$ cat config.mk
export PLATFORM = sky130hd
export DESIGN_NAME = spr_passthru_router
export DESIGN_NICKNAME = d
export VERILOG_FILES = /design/src/rtl/spr_pkg.sv /design/src/rtl/spr_frame_rx.sv /design/src/rtl/spr_ctrl_fsm.sv /design/src/rtl/spr_pin_mux.sv /design/src/rtl/spr_passthru_router.sv
export SDC_FILE = /design/constraint.sdc
export NUM_CORES = 1
export LEC_CHECK = 0
export CAP_MARGIN = 10
export CORE_ASPECT_RATIO = 0.7
export CORE_MARGIN = 1.5
export CORE_UTILIZATION = 40
export CTS_CLUSTER_DIAMETER = 40
export DETAILED_ROUTE_END_ITERATION = 6
export SETUP_SLACK_MARGIN = 0.05
export SYNTH_ARGS = -nofsm -noshare
export SYNTH_HDL_FRONTEND = slang
export SYNTH_SLANG_ARGS = --single-unit
export TNS_END_PERCENT = 1
$ cat constraint.sdc
create_clock -name clk -period 3.6 [get_ports clk]
set_input_delay 1.08 -clock clk [delete_from_list [all_inputs] [get_ports clk]]
set_output_delay 1.08 -clock clk [all_outputs]
set_load 0.01 [all_outputs]
$ cat src/rtl/spr_pkg.sv
package spr_pkg;

    localparam int unsigned PIN_COUNT = 4;

    // Fixed pin roles: the index is the pin position, and R1 ties it to an enable bit.
    localparam int unsigned ROLE_RETURN = 0;
    localparam int unsigned ROLE_DATA   = 1;
    localparam int unsigned ROLE_CLOCK  = 2;
    localparam int unsigned ROLE_SELECT = 3;

    typedef enum logic [2:0] {
        ST_IDLE,
        ST_CMD,
        ST_WDATA,
        ST_WFULL,
        ST_RDATA,
        ST_SKIP,
        ST_PASS
    } spr_state_e;

endpackage

$ cat src/rtl/spr_frame_rx.sv
module spr_frame_rx #(
    parameter int unsigned BYTE_W = 8
) (
    input  logic              clk,
    input  logic              rst_n,
    input  logic              cs_n,
    input  logic              sclk,
    input  logic              sdi,
    output logic              sclk_rise,
    output logic              byte_done,
    output logic [BYTE_W-1:0] rx_byte
);

    localparam int unsigned CNT_W = (BYTE_W > 2) ? $clog2(BYTE_W) : 1;
    localparam logic [CNT_W-1:0] LAST_BIT = CNT_W'(BYTE_W - 1);

    logic              sclk_q;
    logic [BYTE_W-2:0] shift_q;
    logic [CNT_W-1:0]  cnt_q;

    // Edges are seen only inside a selected frame.
    assign sclk_rise = sclk & ~sclk_q & ~cs_n;
    assign rx_byte   = {shift_q, sdi};
    assign byte_done = sclk_rise && (cnt_q == LAST_BIT);

    always_ff @(posedge clk or negedge rst_n) begin
        if (!rst_n) begin
            sclk_q  <= 1'b0;
            shift_q <= '0;
            cnt_q   <= '0;
        end else begin
            sclk_q <= sclk;
            if (cs_n) begin
                shift_q <= '0;
                cnt_q   <= '0;
            end else if (sclk_rise) begin
                shift_q <= rx_byte[BYTE_W-2:0];
                cnt_q   <= byte_done ? '0 : cnt_q + 1'b1;
            end
        end
    end

endmodule

$ cat src/rtl/spr_ctrl_fsm.sv
module spr_ctrl_fsm
    import spr_pkg::*;
#(
    parameter int unsigned BYTE_W   = 8,
    parameter int unsigned EN_W     = PIN_COUNT,
    parameter logic [BYTE_W-2:0] REG_ADDR = 7'h35
) (
    input  logic              clk,
    input  logic              rst_n,
    input  logic              cs_n,
    input  logic              sclk_rise,
    input  logic              byte_done,
    input  logic [BYTE_W-1:0] rx_byte,
    output spr_state_e        state,
    output logic [EN_W-1:0]   en_q,
    output logic              pass_on,
    output logic              rd_active,
    output logic              rd_bit
);

    localparam int unsigned PAD_W = BYTE_W - EN_W;

    spr_state_e        state_q;
    spr_state_e        state_d;
    logic [EN_W-1:0]   pend_q;
    logic [BYTE_W-1:0] rd_sh_q;
    logic              addr_hit;
    logic              is_read;

    assign addr_hit = (rx_byte[BYTE_W-2:0] == REG_ADDR);
    assign is_read  = rx_byte[BYTE_W-1];

    // State register
    always_ff @(posedge clk or negedge rst_n) begin
        if (!rst_n) begin
            state_q <= ST_IDLE;
        end else begin
            state_q <= state_d;
        end
    end

    // Next-state decode
    always_comb begin
        state_d = state_q;
        unique case (state_q)
            ST_IDLE: begin
                if (!cs_n) state_d = ST_CMD;
            end
            ST_CMD: begin
                if (cs_n) begin
                    state_d = ST_IDLE;
                end else if (byte_done) begin
                    if (!addr_hit)    state_d = ST_SKIP;
                    else if (is_read) state_d = ST_RDATA;
                    else              state_d = ST_WDATA;
                end
            end
            ST_WDATA: begin
                if (cs_n)           state_d = ST_IDLE;
                else if (byte_done) state_d = ST_WFULL;
            end
            ST_WFULL: begin
                if (cs_n)           state_d = ST_PASS;
                else if (sclk_rise) state_d = ST_SKIP;
            end
            ST_RDATA: begin
                if (cs_n)           state_d = ST_IDLE;
                else if (byte_done) state_d = ST_SKIP;
            end
            ST_SKIP: begin
                if (cs_n) state_d = ST_IDLE;
            end
            ST_PASS: begin
                if (!cs_n) state_d = ST_CMD;
            end
            default: state_d = ST_IDLE;
        endcase
    end

    // Register contents: pending nibble, committed enables, read shifter
    always_ff @(posedge clk or negedge rst_n) begin
        if (!rst_n) begin
            pend_q  <= '0;
            en_q    <= '0;
            rd_sh_q <= '0;
        end else begin
            if (state_q == ST_WDATA && byte_done) begin
                pend_q <= rx_byte[BYTE_W-1 -: EN_W];
            end
            if (state_q == ST_WFULL && cs_n) begin
                en_q <= pend_q;
            end
            if (state_q == ST_CMD && byte_done && addr_hit && is_read) begin
                rd_sh_q <= {en_q, {PAD_W{1'b0}}};
            end else if (state_q == ST_RDATA && sclk_rise) begin
                rd_sh_q <= {rd_sh_q[BYTE_W-2:0], 1'b0};
            end
        end
    end

    // Outputs
    always_comb begin
        state     = state_q;
        pass_on   = (state_q == ST_PASS) && cs_n;
        rd_active = (state_q == ST_RDATA) && !cs_n;
        rd_bit    = rd_sh_q[BYTE_W-1];
    end

endmodule

$ cat src/rtl/spr_pin_mux.sv
module spr_pin_mux
    import spr_pkg::*;
(
    input  logic                 pass_on,
    input  logic [PIN_COUNT-1:0] en,
    input  logic                 cs_n,
    input  logic                 sclk,
    input  logic                 sdi,
    input  logic                 pin1_in,
    input  logic                 rd_active,
    input  logic                 rd_bit,
    input  logic [PIN_COUNT-1:0] norm_val,
    input  logic [PIN_COUNT-1:0] norm_oe,
    output logic [PIN_COUNT-1:0] pin_out,
    output logic [PIN_COUNT-1:0] pin_oe,
    output logic                 sdo,
    output logic                 sdo_oe
);

    logic [PIN_COUNT-1:0] route_val;
    logic [PIN_COUNT-1:0] route_oe;
    logic [PIN_COUNT-1:0] take;

    for (genvar g = 0; g < PIN_COUNT; g++) begin : g_pin
        if (g == ROLE_SELECT) begin : g_sel
            assign route_val[g] = ~cs_n;
            assign route_oe[g]  = 1'b1;
        end else if (g == ROLE_CLOCK) begin : g_clk
            assign route_val[g] = sclk;
            assign route_oe[g]  = 1'b1;
        end else if (g == ROLE_DATA) begin : g_dat
            assign route_val[g] = sdi;
            assign route_oe[g]  = 1'b1;
        end else begin : g_ret
            assign route_val[g] = norm_val[g];
            assign route_oe[g]  = 1'b0;
        end
        assign take[g]    = pass_on & en[g];
        assign pin_out[g] = take[g] ? route_val[g] : norm_val[g];
        assign pin_oe[g]  = take[g] ? route_oe[g]  : norm_oe[g];
    end

    always_comb begin
        if (take[ROLE_RETURN]) begin
            sdo    = pin1_in;
            sdo_oe = 1'b1;
        end else if (rd_active) begin
            sdo    = rd_bit;
            sdo_oe = 1'b1;
        end else begin
            sdo    = 1'b0;
            sdo_oe = 1'b0;
        end
    end

endmodule

$ cat src/rtl/spr_passthru_router.sv
module spr_passthru_router
    import spr_pkg::*;
#(
    parameter int unsigned BYTE_W   = 8,
    parameter logic [BYTE_W-2:0] REG_ADDR = 7'h35
) (
    input  logic                 clk,
    input  logic                 rst_n,
    input  logic                 cs_n,
    input  logic                 sclk,
    input  logic                 sdi,
    output logic                 sdo,
    output logic                 sdo_oe,
    input  logic                 pin1_in,
    input  logic [PIN_COUNT-1:0] pin_norm_val,
    input  logic [PIN_COUNT-1:0] pin_norm_oe,
    output logic [PIN_COUNT-1:0] pin_out,
    output logic [PIN_COUNT-1:0] pin_oe
);

    logic                 sclk_rise_w;
    logic                 byte_done_w;
    logic [BYTE_W-1:0]    rx_byte_w;
    spr_state_e           state_w;
    logic [PIN_COUNT-1:0] en_w;
    logic                 pass_on_w;
    logic                 rd_active_w;
    logic                 rd_bit_w;

    spr_frame_rx #(
        .BYTE_W (BYTE_W)
    ) rx_i (
        .clk       (clk),
        .rst_n     (rst_n),
        .cs_n      (cs_n),
        .sclk      (sclk),
        .sdi       (sdi),
        .sclk_rise (sclk_rise_w),
        .byte_done (byte_done_w),
        .rx_byte   (rx_byte_w)
    );

    spr_ctrl_fsm #(
        .BYTE_W   (BYTE_W),
        .EN_W     (PIN_COUNT),
        .REG_ADDR (REG_ADDR)
    ) fsm_i (
        .clk       (clk),
        .rst_n     (rst_n),
        .cs_n      (cs_n),
        .sclk_rise (sclk_rise_w),
        .byte_done (byte_done_w),
        .rx_byte   (rx_byte_w),
        .state     (state_w),
        .en_q      (en_w),
        .pass_on   (pass_on_w),
        .rd_active (rd_active_w),
        .rd_bit    (rd_bit_w)
    );

    spr_pin_mux mux_i (
        .pass_on   (pass_on_w),
        .en        (en_w),
        .cs_n      (cs_n),
        .sclk      (sclk),
        .sdi       (sdi),
        .pin1_in   (pin1_in),
        .rd_active (rd_active_w),
        .rd_bit    (rd_bit_w),
        .norm_val  (pin_norm_val),
        .norm_oe   (pin_norm_oe),
        .pin_out   (pin_out),
        .pin_oe    (pin_oe),
        .sdo       (sdo),
        .sdo_oe    (sdo_oe)
    );

endmodule

==> flow_results.xml <==
<?xml version="1.0" encoding="UTF-8"?>
<metrics>
  <group name="run_status">
    <metric name="status" unit="">complete, no violations</metric>
  </group>
  <group name="drt">
    <metric name="routedWlPerCell" unit="µm">14.3</metric>
    <metric name="postRouteAntennaNets" unit="">0</metric>
    <metric name="route.final.wire_length" unit="mm">3.02</metric>
    <metric name="vias" unit="">1090</metric>
    <metric name="drt-initial-drc-count" unit="">81</metric>
    <metric name="drtPass1Iterations" unit="">4</metric>
    <metric name="vias_per_cell" unit="">5.14</metric>
    <metric name="detail_route.drc_violations" unit="">0</metric>
  </group>
  <group name="sta">
    <metric name="postLayoutSetupSlackWorst" unit="ns">0.122</metric>
    <metric name="worst_clock_skew" unit="ns">0.00742</metric>
    <metric name="hold_viol" unit="">0</metric>
    <metric name="timing_worst_slew_pin_value" unit="ns">0.403</metric>
    <metric name="setup_viol" unit="">0</metric>
    <metric name="fmax" unit="MHz">288</metric>
    <metric name="post-route-period-util" unit="">0.966</metric>
    <metric name="finalSetupTns" unit="ns">0</metric>
    <metric name="finalMaxSlewViolations" unit="">0</metric>
    <metric name="setup_repair_after_global_routing_missed_its_margin" unit="">no</metric>
    <metric name="fin_crit" unit="ns">3.48</metric>
    <metric name="final.hold.worst_slack" unit="ns">0.486</metric>
    <metric name="timing.max_slew.rel_slack" unit="">0.731</metric>
  </group>
  <group name="place">
    <metric name="placement.io_buffers" unit="">21</metric>
    <metric name="dp_worst_setup_slack" unit="ns">-0.263</metric>
    <metric name="post_dp_hpwl" unit="mm">2.31</metric>
    <metric name="finalWeightedCongestion" unit="">0.828</metric>
  </group>
  <group name="critical_path">
    <metric name="r2r_path_end" unit="">fsm_i.rd_sh_q[6]</metric>
    <metric name="reg2reg_slack" unit="ns">1.47</metric>
    <metric name="r2r_start" unit="">fsm_i.state[2]</metric>
    <metric name="endpoint_class_of_the_critical_path" unit="">output pin</metric>
    <metric name="critical_path_required" unit="ns">2.52</metric>
    <metric name="worst-path-max-fanout" unit="">3</metric>
    <metric name="critPathKind" unit="">in2out</metric>
    <metric name="category_of_the_worst_setup_path_launch_point" unit="">input pin</metric>
    <metric name="worstRegToRegCells" unit="">5</metric>
    <metric name="timing.critical_path.arrival" unit="ns">2.40</metric>
  </group>
  <group name="yosys">
    <metric name="yosys-top-cells-area" unit="">sky130_fd_sc_hd__dfrtp_1 47%, sky130_fd_sc_hd__mux2_1 9.7%, sky130_fd_sc_hd__nand2_1 7.0%</metric>
    <metric name="synth_cells" unit="">140</metric>
    <metric name="post-synth-top-area-fraction" unit="">0.466</metric>
    <metric name="synth_top_area_cell" unit="">sky130_fd_sc_hd__dfrtp_1</metric>
    <metric name="synth_seq_cells" unit="">26</metric>
    <metric name="synth_cell_type_count" unit="">41</metric>
    <metric name="synth-edff-count" unit="">0</metric>
    <metric name="avgSynthCellArea" unit="µm²">9.96</metric>
    <metric name="synth.yosys.warnings" unit="">0</metric>
    <metric name="postSynth.topFlopCell" unit="">sky130_fd_sc_hd__dfrtp_1</metric>
    <metric name="synth_sequential_area_ratio" unit="">0.466</metric>
    <metric name="post_synth_design_cell_area" unit="mm²">0.00140</metric>
    <metric name="ys_async_sr_fraction" unit="">1.00</metric>
    <metric name="syn_nets" unit="">156</metric>
  </group>
  <group name="power">
    <metric name="p_sw_frac" unit="">0.207</metric>
    <metric name="p_int" unit="µW">473</metric>
    <metric name="share_seq_of_total_power" unit="">0.502</metric>
    <metric name="clkPwrFrac" unit="">0.404</metric>
    <metric name="vdd_drop_max" unit="mV">0.230</metric>
    <metric name="power_density" unit="mW/mm²">340</metric>
    <metric name="comb_power_share" unit="">0.093</metric>
    <metric name="finalPower" unit="µW">596</metric>
    <metric name="power_switching" unit="µW">123</metric>
    <metric name="total_leakage_power" unit="µW">0.000835</metric>
  </group>
  <group name="clock_network">
    <metric name="max-clock-path-buffers" unit="">2</metric>
    <metric name="cts-root-buf" unit="">sky130_fd_sc_hd__clkbuf_8</metric>
    <metric name="worst_setup_hold_path_clk_slew" unit="ns">0.08</metric>
    <metric name="cts_hold_buffers" unit="">0</metric>
    <metric name="tritoncts" unit="">built</metric>
    <metric name="clock_tree.htree_level_count" unit="">1</metric>
    <metric name="post-cts-setup-buffers" unit="">0</metric>
    <metric name="cts_num_sinks" unit="">26</metric>
    <metric name="cts_inserted_buffers" unit="">3</metric>
    <metric name="post_cts_resized" unit="">7</metric>
    <metric name="worst_skew_pair.late_latency" unit="ns">0.27</metric>
  </group>
  <group name="floorplanning">
    <metric name="dieArea" unit="mm²">0.00386</metric>
    <metric name="design.core.area" unit="mm²">0.00323</metric>
    <metric name="std_cell_rows" unit="">17</metric>
    <metric name="die_width" unit="µm">73.6</metric>
    <metric name="initial_utilization" unit="">0.432</metric>
    <metric name="die_height" unit="µm">52.4</metric>
    <metric name="boundaryPins" unit="">24</metric>
  </group>
  <group name="worst_hold_path">
    <metric name="class_of_the_tightest_hold_or_removal_check" unit="">reg2reg</metric>
    <metric name="min-delay-start" unit="">fsm_i.pend_q[0]</metric>
    <metric name="worst_hold_path.endpoint" unit="">fsm_i.en_q[0]</metric>
    <metric name="hold_path_depth" unit="">1</metric>
  </group>
  <group name="global_route">
    <metric name="antenna_found_initial" unit="">0</metric>
    <metric name="global_route.overflow_total" unit="">0</metric>
    <metric name="first_global_vias" unit="">1090</metric>
    <metric name="grt_start_max_net_pins" unit="">27</metric>
    <metric name="grtUsageTotal" unit="">0.182</metric>
    <metric name="grt_pass1_wl" unit="mm">5.31</metric>
  </group>
  <group name="finish">
    <metric name="n_fill_cell" unit="">300</metric>
    <metric name="synthToLayoutAreaGrowth" unit="%">25.7</metric>
    <metric name="finish.net_count" unit="">182</metric>
    <metric name="drive_gt1_frac" unit="">0.109</metric>
    <metric name="antenna-diode-count" unit="">0</metric>
  </group>
  <group name="flow_run">
    <metric name="timing.max_cap.violations" unit="">0</metric>
  </group>
</metrics>
==> per-layer routing <==
layer | global-route usage | part of all wire | up-vias | routed length [µm]
met1 | 0.255 | 0.50 | 518 | 1520
met3 | 0.0500 | 0.041 | 2 | 125
met2 | 0.285 | 0.45 | 24 | 1370
li1 | - | - | 546 | -
met4 | 0.0309 | 0.0023 | 0 | 7
met5 | 0 | 0 | - | 0
==> critical path: stages <==
cell and delay [ns]:
sky130_fd_sc_hd__dlygate4sd2_1 0.27, sky130_fd_sc_hd__and3_4 0.19, sky130_fd_sc_hd__buf_4 0.14, sky130_fd_sc_hd__nand2_1 0.08
sky130_fd_sc_hd__and2_1 0.12, sky130_fd_sc_hd__clkdlybuf4s50_1 0.52
==> through the flow <==
step / instance area [µm²] / instances / util
detailed placement: 1680 / 208 / 0.521
global route: 1750 / 212 / 0.543
finish: 1750 / 212 / 0.543
floorplan: 1400 / 140 / -
global placement: 1680 / 208 / 0.521
CTS: 1750 / 212 / 0.542
==> final cells by class <==
class,count,area [µm²],share of cell area
Tap cell,47,58.8,0.0335
Sequential cell,26,651,0.371
Multi-Input combinational cell,101,686,0.391
Timing Repair Buffer,30,273,0.155
Clock buffer,3,41.3,0.0235
Clock inverter,1,30.0,0.0171
Inverter,4,15.0,0.00856
==> cells in the final DEF (no fill, tap or decap), types with 2 or more instances in the layout <==
cell type                         synthesis  routed
sky130_fd_sc_hd__nand2_1                 26      26
sky130_fd_sc_hd__dfrtp_1                 26      26
sky130_fd_sc_hd__clkdlybuf4s50_1          0      14
sky130_fd_sc_hd__a21oi_1                 13      13
sky130_fd_sc_hd__mux2_1                  12      12
sky130_fd_sc_hd__buf_4                    1       9
sky130_fd_sc_hd__dlygate4sd2_1            0       6
sky130_fd_sc_hd__nor2_1                   5       5
sky130_fd_sc_hd__nand3b_1                 4       4
sky130_fd_sc_hd__nor2b_1                  3       3
sky130_fd_sc_hd__nand2b_1                 3       3
sky130_fd_sc_hd__inv_1                    3       3
sky130_fd_sc_hd__o21ai_1                  3       3
sky130_fd_sc_hd__clkbuf_8                 0       3
sky130_fd_sc_hd__and2_1                   2       2
sky130_fd_sc_hd__nand3_1                  2       2
sky130_fd_sc_hd__and4b_1                  2       2
sky130_fd_sc_hd__nor3b_1                  2       2
sky130_fd_sc_hd__a221o_1                  2       2
sky130_fd_sc_hd__nor3_1                   2       2
sky130_fd_sc_hd__ha_1                     2       2
==> cells by family (layout without fill, tap and decap cells) <==
family	count (synthesis)	in the layout	share of synthesized area
AND/OR/NAND/NOR	59	59	0.237
AO/OA/AOI/OAI	27	27	0.130
flip-flops	26	26	0.466
buffers and inverters	13	38	0.0457
multiplexers	12	12	0.0969
adder cells (fa/ha/maj)	2	2	0.0179
XOR/XNOR	1	1	0.00628
==> cells in the mapped netlist, drive strengths merged (2+ instances only) <==
cell	instances
a21oi	13
nand3	2
a221o	2
clkbuf	3
nor3	2
nor2	6
and2	2
mux2	12
nand2b	4
o21ai	3
buf	6
dfrtp	26
nor2b	3
inv	4
nor3b	2
nand3b	4
and4b	2
ha	2
nand2	26
==> registers in the layout, summed over array words and instances, names as in the netlist <==
name	count
fsm_i.en_q	4
fsm_i.pend_q	4
fsm_i.rd_sh_q	4
fsm_i.state	3
rx_i.cnt_q	3
rx_i.sclk_q	1
rx_i.shift_q	7
==> how the worst max path moves through the flow <==
stage          startpoint  slack [ns]         end
3_5_place_dp         cs_n       -0.26         sdo
5_1_grt              cs_n        0.07   pin_oe[0]
3_3_place_gp         cs_n       -0.24         sdo
2_1_floorplan        cs_n        0.62  pin_out[1]
6_report             cs_n        0.12   pin_oe[0]
4_1_cts              cs_n        0.11  pin_out[3]
==> power groups by stage <==
stage / clock network, µW / logic (µW) / registers [µW]
after floorplan: 0 / 26.5 / 303
after global placement: 0 / 56.7 / 305
final: 241 / 55.7 / 299
after detailed placement: 0 / 58.0 / 305
after CTS: 247 / 56.6 / 299
after global routing: 254 / 61.7 / 300
Note: power is estimated with default switching activity, not from simulation.
